**src/rtl/intc_pkg.sv**
```systemverilog
// Package: shared types for the vectored interrupt controller.
// Assumes nothing beyond IEEE 1800-2017.
package intc_pkg;

    // Edge selection for one external pin
    typedef enum logic [1:0] {
        EDGE_OFF  = 2'b00,
        EDGE_RISE = 2'b01,
        EDGE_FALL = 2'b10,
        EDGE_BOTH = 2'b11
    } edge_mode_e;

endpackage

```
**src/rtl/intc_edge_det.sv**
```systemverilog
// Module: intc_edge_det
// Synchronizes each external pin through two flops and emits a one-cycle
// event when the edge selected for that pin is seen.
// Assumes: pins are asynchronous. Pins idle low through reset, because a pin
// that is already high when reset is released looks like a rising edge.
module intc_edge_det
    import intc_pkg::*;
#(
    parameter int NUM_EXT = 4
) (
    input  logic                 clk,
    input  logic                 rst_n,
    input  logic [NUM_EXT-1:0]   pin_i,
    input  logic [2*NUM_EXT-1:0] mode_i,
    output logic [NUM_EXT-1:0]   evt_o
);

    for (genvar g = 0; g < NUM_EXT; g++) begin : g_pin
        logic [2:0] shr;   // [0],[1] synchronizer, [2] previous settled value
        logic       rise;
        logic       fall;
        edge_mode_e mode;

        // Shift the pin through the synchronizer and history stage
        always_ff @(posedge clk) begin
            if (!rst_n) shr <= '0;
            else        shr <= {shr[1:0], pin_i[g]};
        end

        assign rise = shr[1] & ~shr[2];
        assign fall = ~shr[1] & shr[2];
        assign mode = edge_mode_e'(mode_i[2*g +: 2]);

        // Select the edge event requested by this pin's mode
        always_comb begin
            unique case (mode)
                EDGE_RISE: evt_o[g] = rise;
                EDGE_FALL: evt_o[g] = fall;
                EDGE_BOTH: evt_o[g] = rise | fall;
                default:   evt_o[g] = 1'b0;
            endcase
        end
    end

endmodule

```
**src/rtl/intc_prio_enc.sv**
```systemverilog
// Module: intc_prio_enc
// Fixed priority encoder: the highest set index wins.
// Assumes: idx_o is meaningful only when any_o is 1.
module intc_prio_enc #(
    parameter int W  = 16,
    parameter int IW = $clog2(W)
) (
    input  logic [W-1:0]  req_i,
    output logic          any_o,
    output logic [IW-1:0] idx_o
);

    // Scan upward so that the last (highest) hit is kept
    always_comb begin
        idx_o = '0;
        for (int i = 0; i < W; i++) begin
            if (req_i[i]) idx_o = IW'(i);
        end
    end

    assign any_o = |req_i;

endmodule

```
**src/rtl/intc_master_ctl.sv**
```systemverilog
// Module: intc_master_ctl
// Holds the global interrupt enable. Clearing (disable command or accepted
// interrupt) takes precedence over setting (enable command or return).
module intc_master_ctl (
    input  logic clk,
    input  logic rst_n,
    input  logic ei_i,
    input  logic di_i,
    input  logic reti_i,
    input  logic accept_i,
    output logic master_o
);

    // Update the master enable, clear before set
    always_ff @(posedge clk) begin
        if (!rst_n)                 master_o <= 1'b0;
        else if (di_i || accept_i)  master_o <= 1'b0;
        else if (ei_i || reti_i)    master_o <= 1'b1;
    end

endmodule

```
**src/rtl/intc_vectored.sv**
```systemverilog
// Module: intc_vectored (top)
// Latches requests into flags, gates them with per-source enables and the
// master enable, resolves fixed priority, and handles acknowledge.
// Flag layout: bit 0 break, bits 1..NUM_SOFT internal pulses, top NUM_EXT
// bits external pins. Assumes NUM_SRC is a multiple of 8.
module intc_vectored
    import intc_pkg::*;
#(
    parameter int NUM_SRC = 16,
    parameter int NUM_EXT = 4,
    localparam int NUM_SOFT  = NUM_SRC - NUM_EXT - 1,
    localparam int NUM_BYTES = NUM_SRC / 8,
    localparam int VEC_W     = $clog2(NUM_SRC)
) (
    input  logic                 clk,
    input  logic                 rst_n,
    input  logic [NUM_EXT-1:0]   ext_pin_i,
    input  logic [2*NUM_EXT-1:0] edge_mode_i,
    input  logic [NUM_SOFT-1:0]  soft_req_i,
    input  logic                 brk_req_i,
    input  logic [NUM_BYTES-1:0] en_we_i,
    input  logic [NUM_SRC-1:0]   en_wdata_i,
    input  logic [NUM_SRC-1:0]   flag_clr_i,
    input  logic                 ei_i,
    input  logic                 di_i,
    input  logic                 reti_i,
    input  logic                 ack_i,
    output logic                 pending_o,
    output logic [VEC_W-1:0]     vec_o,
    output logic [NUM_SRC-1:0]   flags_o,
    output logic                 master_en_o
);

    logic [NUM_EXT-1:0] ext_evt;
    logic [NUM_SRC-1:0] flag_q;
    logic [NUM_SRC-1:0] en_q;
    logic [NUM_SRC-1:0] set_mask;
    logic [NUM_SRC-1:0] clr_mask;
    logic [NUM_SRC-1:0] active;
    logic               any_active;
    logic               accept;

    intc_edge_det #(.NUM_EXT(NUM_EXT)) u_edge (
        .clk    (clk),
        .rst_n  (rst_n),
        .pin_i  (ext_pin_i),
        .mode_i (edge_mode_i),
        .evt_o  (ext_evt)
    );

    assign set_mask = {ext_evt, soft_req_i, brk_req_i};
    assign active   = flag_q & en_q;

    intc_prio_enc #(.W(NUM_SRC), .IW(VEC_W)) u_prio (
        .req_i (active),
        .any_o (any_active),
        .idx_o (vec_o)
    );

    assign pending_o = any_active & master_en_o;
    assign accept    = ack_i & pending_o;

    // Clear mask: software clears plus the accepted winner
    always_comb begin
        clr_mask = flag_clr_i;
        if (accept) clr_mask = clr_mask | (NUM_SRC'(1) << vec_o);
    end

    // Request flags: a new request beats a clear in the same cycle
    always_ff @(posedge clk) begin
        if (!rst_n) flag_q <= '0;
        else        flag_q <= (flag_q & ~clr_mask) | set_mask;
    end

    // Enable word written one byte lane at a time
    for (genvar b = 0; b < NUM_BYTES; b++) begin : g_en_lane
        always_ff @(posedge clk) begin
            if (!rst_n)         en_q[8*b +: 8] <= '0;
            else if (en_we_i[b]) en_q[8*b +: 8] <= en_wdata_i[8*b +: 8];
        end
    end

    intc_master_ctl u_master (
        .clk      (clk),
        .rst_n    (rst_n),
        .ei_i     (ei_i),
        .di_i     (di_i),
        .reti_i   (reti_i),
        .accept_i (accept),
        .master_o (master_en_o)
    );

    assign flags_o = flag_q;

endmodule

```
**config.mk**
```make
export PLATFORM = sky130hd
export DESIGN_NAME = intc_vectored
export DESIGN_NICKNAME = d
export VERILOG_FILES = /design/src/rtl/intc_pkg.sv /design/src/rtl/intc_edge_det.sv /design/src/rtl/intc_prio_enc.sv /design/src/rtl/intc_master_ctl.sv /design/src/rtl/intc_vectored.sv
export SDC_FILE = /design/constraint.sdc
export NUM_CORES = 1
export LEC_CHECK = 0
export ABC_AREA = 1
export BUFFER_PORTS_ARGS = -buffer_cell sky130_fd_sc_hd__clkbuf_2
export CAP_MARGIN = 5
export CORE_MARGIN = 5
export CORE_UTILIZATION = 48
export CTS_CLUSTER_DIAMETER = 40
export DETAILED_ROUTE_END_ITERATION = 10
export PLACE_DENSITY = 0.79
export SLEW_MARGIN = 40
export SYNTH_ARGS = -nofsm -noshare
export SYNTH_HDL_FRONTEND = slang
export SYNTH_SLANG_ARGS = --single-unit
```
**constraint.sdc**
```tcl
create_clock -name clk -period 1.7 [get_ports clk]
set_input_delay 0 -clock clk [delete_from_list [all_inputs] [get_ports clk]]
set_output_delay 0 -clock clk [all_outputs]
set_load 0.02 [all_outputs]
```
==> metrics.txt, run 1 <==
die height 77.70 microns; crit start category flip-flop; R2R Setup Slk 20 ps; adder-cell area share of the yosys netlist 4.551%; CP Class flip-flop to output port; Clock power frac 32.7%; Worst Max-Slew Pin Slew 312.2 ps; Worst Path Required 1700 ps; Gate power share 22.6%; global placement routability congestion 0.8820; Sw Pwr 0.7405 mW; Worst-Skew Late Latency 300 ps; proportion of layout cells with a drive suffix above 1 32.72%; port buffer count 85; pre-CTS setup slack 13.30 ps; Starting Density 49.83%; CP startpoint flags_o[2]; WP data arrival 1690 ps; Area Growth Syn to Fin 48.98%; Reg2Reg Capture Point flags_o[14]; synth top area cells dfxtp_1, nand2_1, inv_1; DP HPWL 4410 microns; CTS H-tree depth 2; Hold Crit Class primary input to flip-flop; Synth Area in Simple Gates 28.38%; die width 77.70 microns; post-synth top area share 40.96%; largest net degree at the start of global routing 29; first-pass GRT wire length 10,470 microns; skew final 4.665 ps; initial antenna violation count 0; post-DR vias/cell 4.810; sequential share of power 44.7%; global route overflow 0; commonest non-fill, non-tap cell in the layout clkbuf_2; clock transition at the registers of the reported paths 80 ps; clk buf depth 2; Peak VDD IR 0.4048 mV; Global Route Usage Sum 20.86%; register area 919.6 sq um; Setup violations, final 0; Switching Share 28.47%; setup TNS 0 ps; leading area contributor after synthesis dfxtp_1; mux cell area share after synthesis 0%; Hold Fails Final Rpt 0; drc violations 0; XOR/XNOR Fraction of Synth Area 0%; largest family of logic cells by synthesized area simple AND/OR/NAND/NOR gates; Tmin final 1694 ps; slack of the critical path 5.840 ps; clk sink count 45; post-synthesis cell count 303; Core Region 4414 sq um; critical path endpoint category output port; DRT iter0 DRCs 108; Internal 1.860 mW; Compound-Gate Fraction of Synth Area 14.62%; Synth Warn # 0; number of CTS-inserted buffers 5; IO Count 86; leakage power 1.777 nW; register area share after synthesis 40.96%; max-cap viol count 0; routed wire length 6351 microns; Worst slew margin 78.92%; leading cell types in the layout, fill and taps excluded clkbuf_2, nand2_1, inv_1; Mean Syn Cell Area 7.259 sq um; FP Rows 24; final period utilization 99.66%; RSZ-0062 raised after global routing yes; Antenna Nets Post-Route 0; Pwr Density 793.7 nW/um^2; CTS tree done; Yosys reg bits 45; DRT Pass-1 Iters 4; Slew Viols, Final 0; Reg2Reg Depth 17; Post-Synthesis Cell Area 2200 sq um; routed via count 2,352; reg-to-reg startpoint flags_o[2]; vias in the first global route 2,350; NumNets Final 508; overall power 2.601 mW; synthesized net count 375; drt wl/cell 12.99 microns; CP endpoint vec_o[0]; max frequency 590.3 MHz; area of the die 6037 sq um; status complete, no violations; synth unique cells 29; Multi-input gate area 1072 sq um; Fill cells 329; Root Driver clkbuf_8; ant diodes 0; crit path max fanout 8
routing by layer:
layer | track usage (%) | routed length [microns]
met1 | 25.84 | 2696
met2 | 36.48 | 3205
met3 | 4.167 | 347
met4 | 5.842 | 102
met5 | 0 | 0
flip-flops by register name (all words and copies together), names as in the netlist:
signal	cells
u_master.master_o	1
flags_o	16
en_q	16
u_edge.g_pin.shr	12
what timing repair did:
| item | 4_1_cts | 5_1_grt |
|---|---|---|
| hold endpoints to repair | 35 | 0 |
| setup buffers | 2 | 2 |
| resized for setup | 7 | 8 |
| endpoints found under the setup margin | 1 | 17 |
| pin swaps | 3 | 4 |
| hold buffers | 38 | 0 |
final cells by class:
type / instances / share of cell area [%]
Multi-Input combinational cell: 195 / 32.72
Sequential cell: 45 / 28.06
Timing Repair Buffer: 130 / 26.50
Inverter: 59 / 7.102
Clock buffer: 6 / 2.520
Tap cell: 52 / 1.985
Clock inverter: 2 / 1.107
how the worst min path moves through the flow:
stage,endpoint,cells past startpoint,start
2_1_floorplan,u_edge.g_pin[0].shr[0],2,ext_pin_i[0]
3_3_place_gp,u_edge.g_pin[3].shr[0],3,ext_pin_i[3]
3_5_place_dp,u_edge.g_pin[3].shr[0],3,ext_pin_i[3]
4_1_cts,flags_o[15],4,flag_clr_i[15]
5_1_grt,flags_o[7],4,flag_clr_i[7]
6_report,flags_o[3],4,flag_clr_i[3]
critical path: stages, from the launching register on:
cell and delay [ps]:
dfxtp_2 340, nand2_1 70, nand2_1 70, nand2_1 60, nand2_1 60, nand2_1 40
nand2_1 50, nand2_1 50, nand2_1 60, nand2_1 40, nand2_1 50, nand2_1 40
nand2_1 80, nand2_2 60, nand2_4 90, nand2_4 90, buf_8 140
Yosys cell counts:
cell type	instances
nand2_1	58
inv_1	52
nor2_1	49
dfxtp_1	45
a21oi_1	17
o21ai_0	17
nand4_1	11
o21bai_1	9
ha_1	8
nand2_4	7
a32oi_1	3
clkbuf_1	3
nand2_2	3
or2_2	3
inv_2	2
inv_4	2
nand3_1	2
a21boi_4	1
a21oi_4	1
a31oi_1	1
clkinv_1	1
clkinv_2	1
clkinv_4	1
dlygate4sd1_1	1
nor2_2	1
nor2_4	1
nor3_2	1
o211ai_1	1
o311ai_0	1
cells by family (layout without fill, tap and decap cells):
logic type	after synthesis	in the layout
AOI/OAI and AO/OA	51	51
buffers and inverters	63	197
adders and majority gates	8	8
and+or+nand+nor	136	136
DFF	45	45
power by group through the flow:
stage                     clock, mW  combinational, mW  sequential [mW]
after floorplan                   0              0.265             1.21
after global placement            0              0.464             1.18
after detailed placement          0              0.473             1.18
after CTS                     0.862              0.556             1.16
after global routing          0.906              0.643             1.17
final                         0.850              0.588             1.16
metrics by stage:
stage / area (sq um) / utilization, % / std cells / hold WS [ps]
after detailed placement: 2706 / 61.31 / 439 / 190.3
final: 3277 / 74.23 / 489 / 11.75
after global routing: 3277 / 74.23 / 489 / 40.66
after CTS: 3241 / 73.41 / 487 / 3.905
after floorplan: 2213 / - / 303 / 97.63
after global placement: 2706 / 61.31 / 439 / 180.8
Note: power is estimated with default switching activity, not from simulation.
==> inputs of run 2 (changes only) <==
--- a/config.mk
+++ b/config.mk
@@ -8,11 +8,15 @@
 export ABC_AREA = 1
 export BUFFER_PORTS_ARGS = -buffer_cell sky130_fd_sc_hd__clkbuf_2
 export CAP_MARGIN = 5
+export CELL_PAD_IN_SITES_DETAIL_PLACEMENT = 0
+export CELL_PAD_IN_SITES_GLOBAL_PLACEMENT = 2
+export CORE_ASPECT_RATIO = 0.9
 export CORE_MARGIN = 5
-export CORE_UTILIZATION = 48
+export CORE_UTILIZATION = 25
 export CTS_CLUSTER_DIAMETER = 40
 export DETAILED_ROUTE_END_ITERATION = 10
-export PLACE_DENSITY = 0.79
+export HOLD_SLACK_MARGIN = 0.06
+export PLACE_DENSITY_LB_ADDON = 0.1
 export SLEW_MARGIN = 40
 export SYNTH_ARGS = -nofsm -noshare
 export SYNTH_HDL_FRONTEND = slang
==> run 2 against run 1 <==
  * The flow now finishes with violations (negative setup slack)
  * Count of clock-buffer cells in the layout is 1 higher
  * Hold slack improved by 64 ps
  * Sequential share of layout area fell by 2.1 points
  * Design area grew 8.6%
  * Global-route usage is 7.6 points lower
  * Largest cell class unchanged
==> metrics.txt, run 2 (synthesis gave the netlist of run 1 again) <==
Critical Path Max Stage Delay 330 ps (was 340 ps); number of CTS-inserted buffers 5 (unchanged); Area Growth Syn to Fin 61.72% (was 48.98%); largest net degree at the start of global routing 29 (unchanged); leading cell types in the layout, fill and taps excluded clkbuf_2, dlygate4sd3_1, inv_1 (was clkbuf_2, nand2_1, inv_1); routed via count 2,370 (was 2,352); DP HPWL 5302 microns (was 4410 microns); max-cap viol count 0 (unchanged); max frequency 584.0 MHz (was 590.3 MHz); failing checks negative setup slack; Setup violations, final 1 (was 0); post-DR vias/cell 4.107 (was 4.810); Worst slew margin 77.10% (was 78.92%); RSZ-0062 raised after global routing yes (unchanged); Tmin final 1712 ps (was 1694 ps); global placement routability congestion 0.7819 (was 0.8820); CP Class flip-flop to flip-flop (was flip-flop to output port); proportion of layout cells with a drive suffix above 1 34.50% (was 32.72%); IO Count 86 (unchanged); clk sink count 45 (unchanged); CTS tree done (unchanged); CP Buf/Inv Count 1 (unchanged); first-pass GRT wire length 11,260 microns (was 10,470 microns); Slew Viols, Final 0 (unchanged); CP max-delay cell dfxtp_2 (unchanged); DRT iter0 DRCs 65 (was 108); Global Route Usage Sum 13.23% (was 20.86%); Post-Route Utilization 41.52% (was 74.23%); Pwr Density 698.0 nW/um^2 (was 793.7 nW/um^2); commonest non-fill, non-tap cell in the layout clkbuf_2 (unchanged); initial antenna violation count 0 (unchanged); WP data arrival 1900 ps (was 1690 ps); DRT Pass-1 Iters 4 (unchanged); drt wl/cell 11.93 microns (was 12.99 microns); pre-CTS setup slack -23.88 ps (was 13.30 ps); Root Driver clkbuf_8 (unchanged); Peak VDD IR 0.2970 mV (was 0.4048 mV); vias in the first global route 2,391 (was 2,350); skew final 5.559 ps (was 4.665 ps); FP Rows 32 (was 24); clk buf depth 2 (unchanged); status finished, violations left (was complete, no violations); NumNets Final 530 (was 508); clock transition at the registers of the reported paths 80 ps (about the same); global route overflow 0 (unchanged); Hold Fails Final Rpt 0 (unchanged); worst path cell trace nand2_2 -> inv_2 -> nand2_1 -> nand2_1 -> nand2_1 -> nand2_1 -> nand2_1 -> nand2_1 -> nand2_1 -> nand2_1 -> nand2_1 -> nand2_1 -> nand2_1 -> nand2_1 -> nand2_2 -> nand4_1 -> o21bai_1 -> a21oi_1 (was nand2_1 -> nand2_1 -> nand2_1 -> nand2_1 -> nand2_1 -> nand2_1 -> nand2_1 -> nand2_1 -> nand2_1 -> nand2_1 -> nand2_1 -> nand2_1 -> nand2_2 -> nand2_4 -> nand2_4 -> buf_8); die width 108.9 microns (was 77.70 microns); ant diodes 0 (unchanged); Starting Density 25.67% (was 49.83%); port buffer count 85 (unchanged); Layout Cells excl Fill 577 (was 489); overall power 2.483 mW (was 2.601 mW); setup TNS -12.23 ps (was 0 ps); critical path endpoint category flip-flop (was output port); crit start category flip-flop (unchanged); Finished Cell Area 3557 sq um (was 3277 sq um); CTS H-tree depth 2 (unchanged); leakage power 1.865 nW (was 1.777 nW); slack of the critical path -12.23 ps (was 5.840 ps); drc violations 0 (unchanged); Min Hold Slack 75.36 ps (was 11.75 ps); Hold Crit Class primary input to flip-flop (unchanged); Worst-Skew Late Latency 300 ps (about the same); routed wire length 6883 microns (was 6351 microns); Worst Max-Slew Pin Slew 341.4 ps (was 312.2 ps); final period utilization 100.7% (was 99.66%); area of the die 10,780 sq um (was 6037 sq um); Crit path top cell by count nand2_1 (unchanged); crit path max fanout 5 (was 8); placed insts 512 (was 439); Antenna Nets Post-Route 0 (unchanged); CP delay by family, top simple AND/OR/NAND/NOR gates (unchanged); die height 98.99 microns (was 77.70 microns); Worst Path Required 1890 ps (was 1700 ps); Core Region 8568 sq um (was 4414 sq um); Placed Area 2835 sq um (was 2706 sq um)
==> run 2: changes by cell type in the layout (fill, tap and decap cells not counted), moves of 3 or more <==
cell	before	now
nand2_1	56	50
dlygate4sd3_1	38	54
buf_4	7	14
nand2_2	3	10
dfxtp_1	32	29
dfxtp_2	12	15
==> run 2: worst reg2reg max path, cell delays in order (launching register included) <==
cell,delay (ps)
dfxtp_2,330
nand2_2,70
inv_2,30
nand2_1,40
nand2_1,40
nand2_1,50
nand2_1,50
nand2_1,50
nand2_1,50
nand2_1,60
nand2_1,50
nand2_1,50
nand2_1,40
nand2_1,50
nand2_1,60
nand2_2,130
nand4_1,180
o21bai_1,200
a21oi_1,80
==> run 2: final timing paths <==
| kind | startpoint | end | slack [ps] | cells after the start |
|---|---|---|---|---|
| hold reg to reg | u_edge.g_pin[0].shr[0] | u_edge.g_pin[0].shr[1] | 420 | 2 |
| setup reg to reg | en_q[1] | flags_o[14] | -10 | 18 |
| hold / removal | edge_mode_i[3] | flags_o[13] | 80 | 3 |
| setup / recovery | en_q[1] | flags_o[14] | -10 | 18 |
==> run 2: layer usage <==
metal / routed length (microns) / up-vias / global-route usage, %
met4: 79 / 0 / 3.786
met2: 3065 / 68 / 20.82
met1: 3323 / 1044 / 18.12
met5: 0 / - / 0
met3: 415 / 8 / 2.881
li1: - / 1250 / -
==> run 2: timing repair <==
item / in CTS / in global routing
hold buffers: 54 / 0
pin swaps: 5 / 10
endpoints found under the hold margin: 37 / 0
endpoints found under the setup margin: 10 / 17
setup buffers: 1 / 3
gates cloned: 0 / 0
resized for setup: 7 / 20
==> run 2: power breakdown <==
| part | leakage [nW] | internal, mW | switching [mW] |
|---|---|---|---|
| clock network | 0.0443 | 0.323 | 0.355 |
| logic | 1.44 | 0.305 | 0.337 |
| registers | 0.378 | 1.12 | 0.0419 |
| total | 1.87 | 1.75 | 0.733 |
==> run 2: cell type report <==
class	count	area (sq um)
Fill cell	930	5011
Multi-Input combinational cell	195	1090
Timing Repair Buffer	152	1076
Sequential cell	45	923.4
Inverter	59	232.7
Tap cell	119	148.9
Clock buffer	7	86.33
==> inputs of run 3 (changes only) <==
--- a/config.mk
+++ b/config.mk
@@ -15,6 +15,7 @@
 export CORE_UTILIZATION = 25
 export CTS_CLUSTER_DIAMETER = 40
 export DETAILED_ROUTE_END_ITERATION = 10
+export GPL_TIMING_DRIVEN = 0
 export HOLD_SLACK_MARGIN = 0.06
 export PLACE_DENSITY_LB_ADDON = 0.1
 export SLEW_MARGIN = 40
==> run 3 against run 2 <==
  * The run still ends with negative setup slack left
  * Die area stayed put
  * Worst setup slack got worse by 39 ps
  * Sequential power about the same
  * Via count shrank 1.1%
  * Hold slack lost 9.5 ps
  * Register-to-register slack worse by 40 ps
  * Power up 6.4%
  * Sequential share of layout area decreased by 0.26 points
  * Clock power rose by 26%
==> metrics.txt, run 3 (synthesis gave the netlist of run 1 again) <==
status finished, violations left (unchanged); failing checks negative setup slack (unchanged); number of CTS-inserted buffers 5 (unchanged); max-cap viol count 0 (unchanged); CTS tree done (unchanged); Setup violations, final 8 (was 1); slack of the critical path -51.11 ps (was -12.23 ps); Slew Viols, Final 0 (unchanged); Hold Crit Class primary input to flip-flop (unchanged); largest net degree at the start of global routing 15 (was 29); post-DR vias/cell 4.048 (was 4.107); routed wire length 6947 microns (was 6883 microns); Min Hold Slack 65.91 ps (was 75.36 ps); Global Route Usage Sum 13.55% (was 13.23%); drt wl/cell 12.00 microns (was 11.93 microns); clk sink count 45 (unchanged); Area Growth Syn to Fin 62.91% (was 61.72%); max frequency 571.1 MHz (was 584.0 MHz); area of the die 10,780 sq um (unchanged); DP HPWL 5204 microns (was 5302 microns); routed via count 2,344 (was 2,370); setup TNS -235.8 ps (was -12.23 ps); crit path max fanout 5 (unchanged); IO Count 86 (unchanged); vias in the first global route 2,412 (was 2,391); Worst slew margin 67.01% (was 77.10%); Layout Cells excl Fill 579 (was 577); global placement routability congestion 0.7553 (was 0.7819); pre-CTS setup slack -84.88 ps (was -23.88 ps); final period utilization 103.0% (was 100.7%); clk buf depth 2 (unchanged); Worst Max-Slew Pin Slew 494.9 ps (was 341.4 ps); Placed Area 2788 sq um (was 2835 sq um); crit start category flip-flop (unchanged); commonest non-fill, non-tap cell in the layout clkbuf_2 (unchanged); leakage power 1.867 nW (was 1.865 nW); die width 108.9 microns (unchanged); initial antenna violation count 0 (unchanged); FP Rows 32 (unchanged); Peak VDD IR 0.3023 mV (was 0.2970 mV); Hold Fails Final Rpt 0 (unchanged); CTS H-tree depth 2 (unchanged); port buffer count 85 (unchanged); DRT Pass-1 Iters 4 (unchanged); Pwr Density 736.9 nW/um^2 (was 698.0 nW/um^2); Core Region 8568 sq um (unchanged); NumNets Final 531 (was 530); Tmin final 1751 ps (was 1712 ps); placed insts 507 (was 512); clock transition at the registers of the reported paths 90 ps (was 80 ps); Starting Density 25.67% (unchanged); leading cell types in the layout, fill and taps excluded clkbuf_2, dlygate4sd3_1, nand2_1 (was clkbuf_2, dlygate4sd3_1, inv_1); Worst-Skew Late Latency 300 ps (about the same); proportion of layout cells with a drive suffix above 1 31.52% (was 34.50%); skew final 7.779 ps (was 5.559 ps); Finished Cell Area 3583 sq um (was 3557 sq um); CP Class flip-flop to flip-flop (unchanged); die height 98.99 microns (unchanged); RSZ-0062 raised after global routing yes (unchanged); critical path endpoint category flip-flop (unchanged); DRT iter0 DRCs 43 (was 65); Antenna Nets Post-Route 0 (unchanged); Worst Path Required 1870 ps (was 1890 ps); Root Driver clkbuf_8 (unchanged); ant diodes 0 (unchanged); drc violations 0 (unchanged); global route overflow 0 (unchanged); first-pass GRT wire length 11,500 microns (was 11,260 microns); WP data arrival 1920 ps (was 1900 ps)
==> run 3: path summary, 6_finish.rpt <==
path	startpoint	end	slack, ps	cells past startpoint
worst min-delay path	edge_mode_i[3]	flags_o[13]	70	3
worst max-delay path	en_q[1]	flags_o[14]	-50	18
worst max register to register	en_q[1]	flags_o[14]	-50	18
worst min register to register	u_edge.g_pin[2].shr[0]	u_edge.g_pin[2].shr[1]	420	2
==> run 3: through the flow <==
step / utilization, % / power (mW)
final: 41.82 / 2.641
after global placement: 32.54 / 1.676
after floorplan: - / 1.473
after CTS: 41.30 / 2.676
after global routing: 41.82 / 2.806
after detailed placement: 32.54 / 1.680
==> run 3: critical path, cell delays in order (launching register included) <==
cell,delay (ps)
dfxtp_2,330
nand2_2,80
inv_2,30
nand2_1,40
nand2_1,40
nand2_1,50
nand2_1,40
nand2_1,60
nand2_1,50
nand2_1,50
nand2_1,50
nand2_1,50
nand2_1,40
nand2_1,50
nand2_1,60
nand2_2,120
nand4_1,210
o21bai_1,200
a21oi_1,70
==> run 3: layout make-up <==
| cell class | instances | area, sq um |
|---|---|---|
| Timing Repair Buffer | 149 | 1061 |
| Clock inverter | 2 | 37.54 |
| Sequential cell | 45 | 920.9 |
| Buffer | 4 | 21.27 |
| Inverter | 59 | 232.7 |
| Fill cell | 927 | 4985 |
| Tap cell | 119 | 148.9 |
| Clock buffer | 6 | 82.58 |
| Multi-Input combinational cell | 195 | 1079 |
==> run 3: repair_timing <==
item	CTS	global route
hold buffers	58	0
pin swaps	4	6
gates resized for setup	9	10
setup endpoints to repair	15	25
buffers inserted	3	3
endpoints found under the hold margin	37	0
==> run 3: routing by layer <==
layer,GRT usage [%],vias up,routed length (microns)
li1,-,1257,-
met1,18.10,1029,3323
met2,22.43,56,3198
met3,3.209,2,390
met4,2.330,0,34
met5,0,-,0
==> run 3: where the power goes <==
group	internal, mW	total [mW]	switching [mW]	leakage [nW]
clock network	0.478	0.853	0.375	0.0574
logic	0.290	0.627	0.337	1.43
registers	1.12	1.16	0.0397	0.378
total	1.89	2.64	0.751	1.87
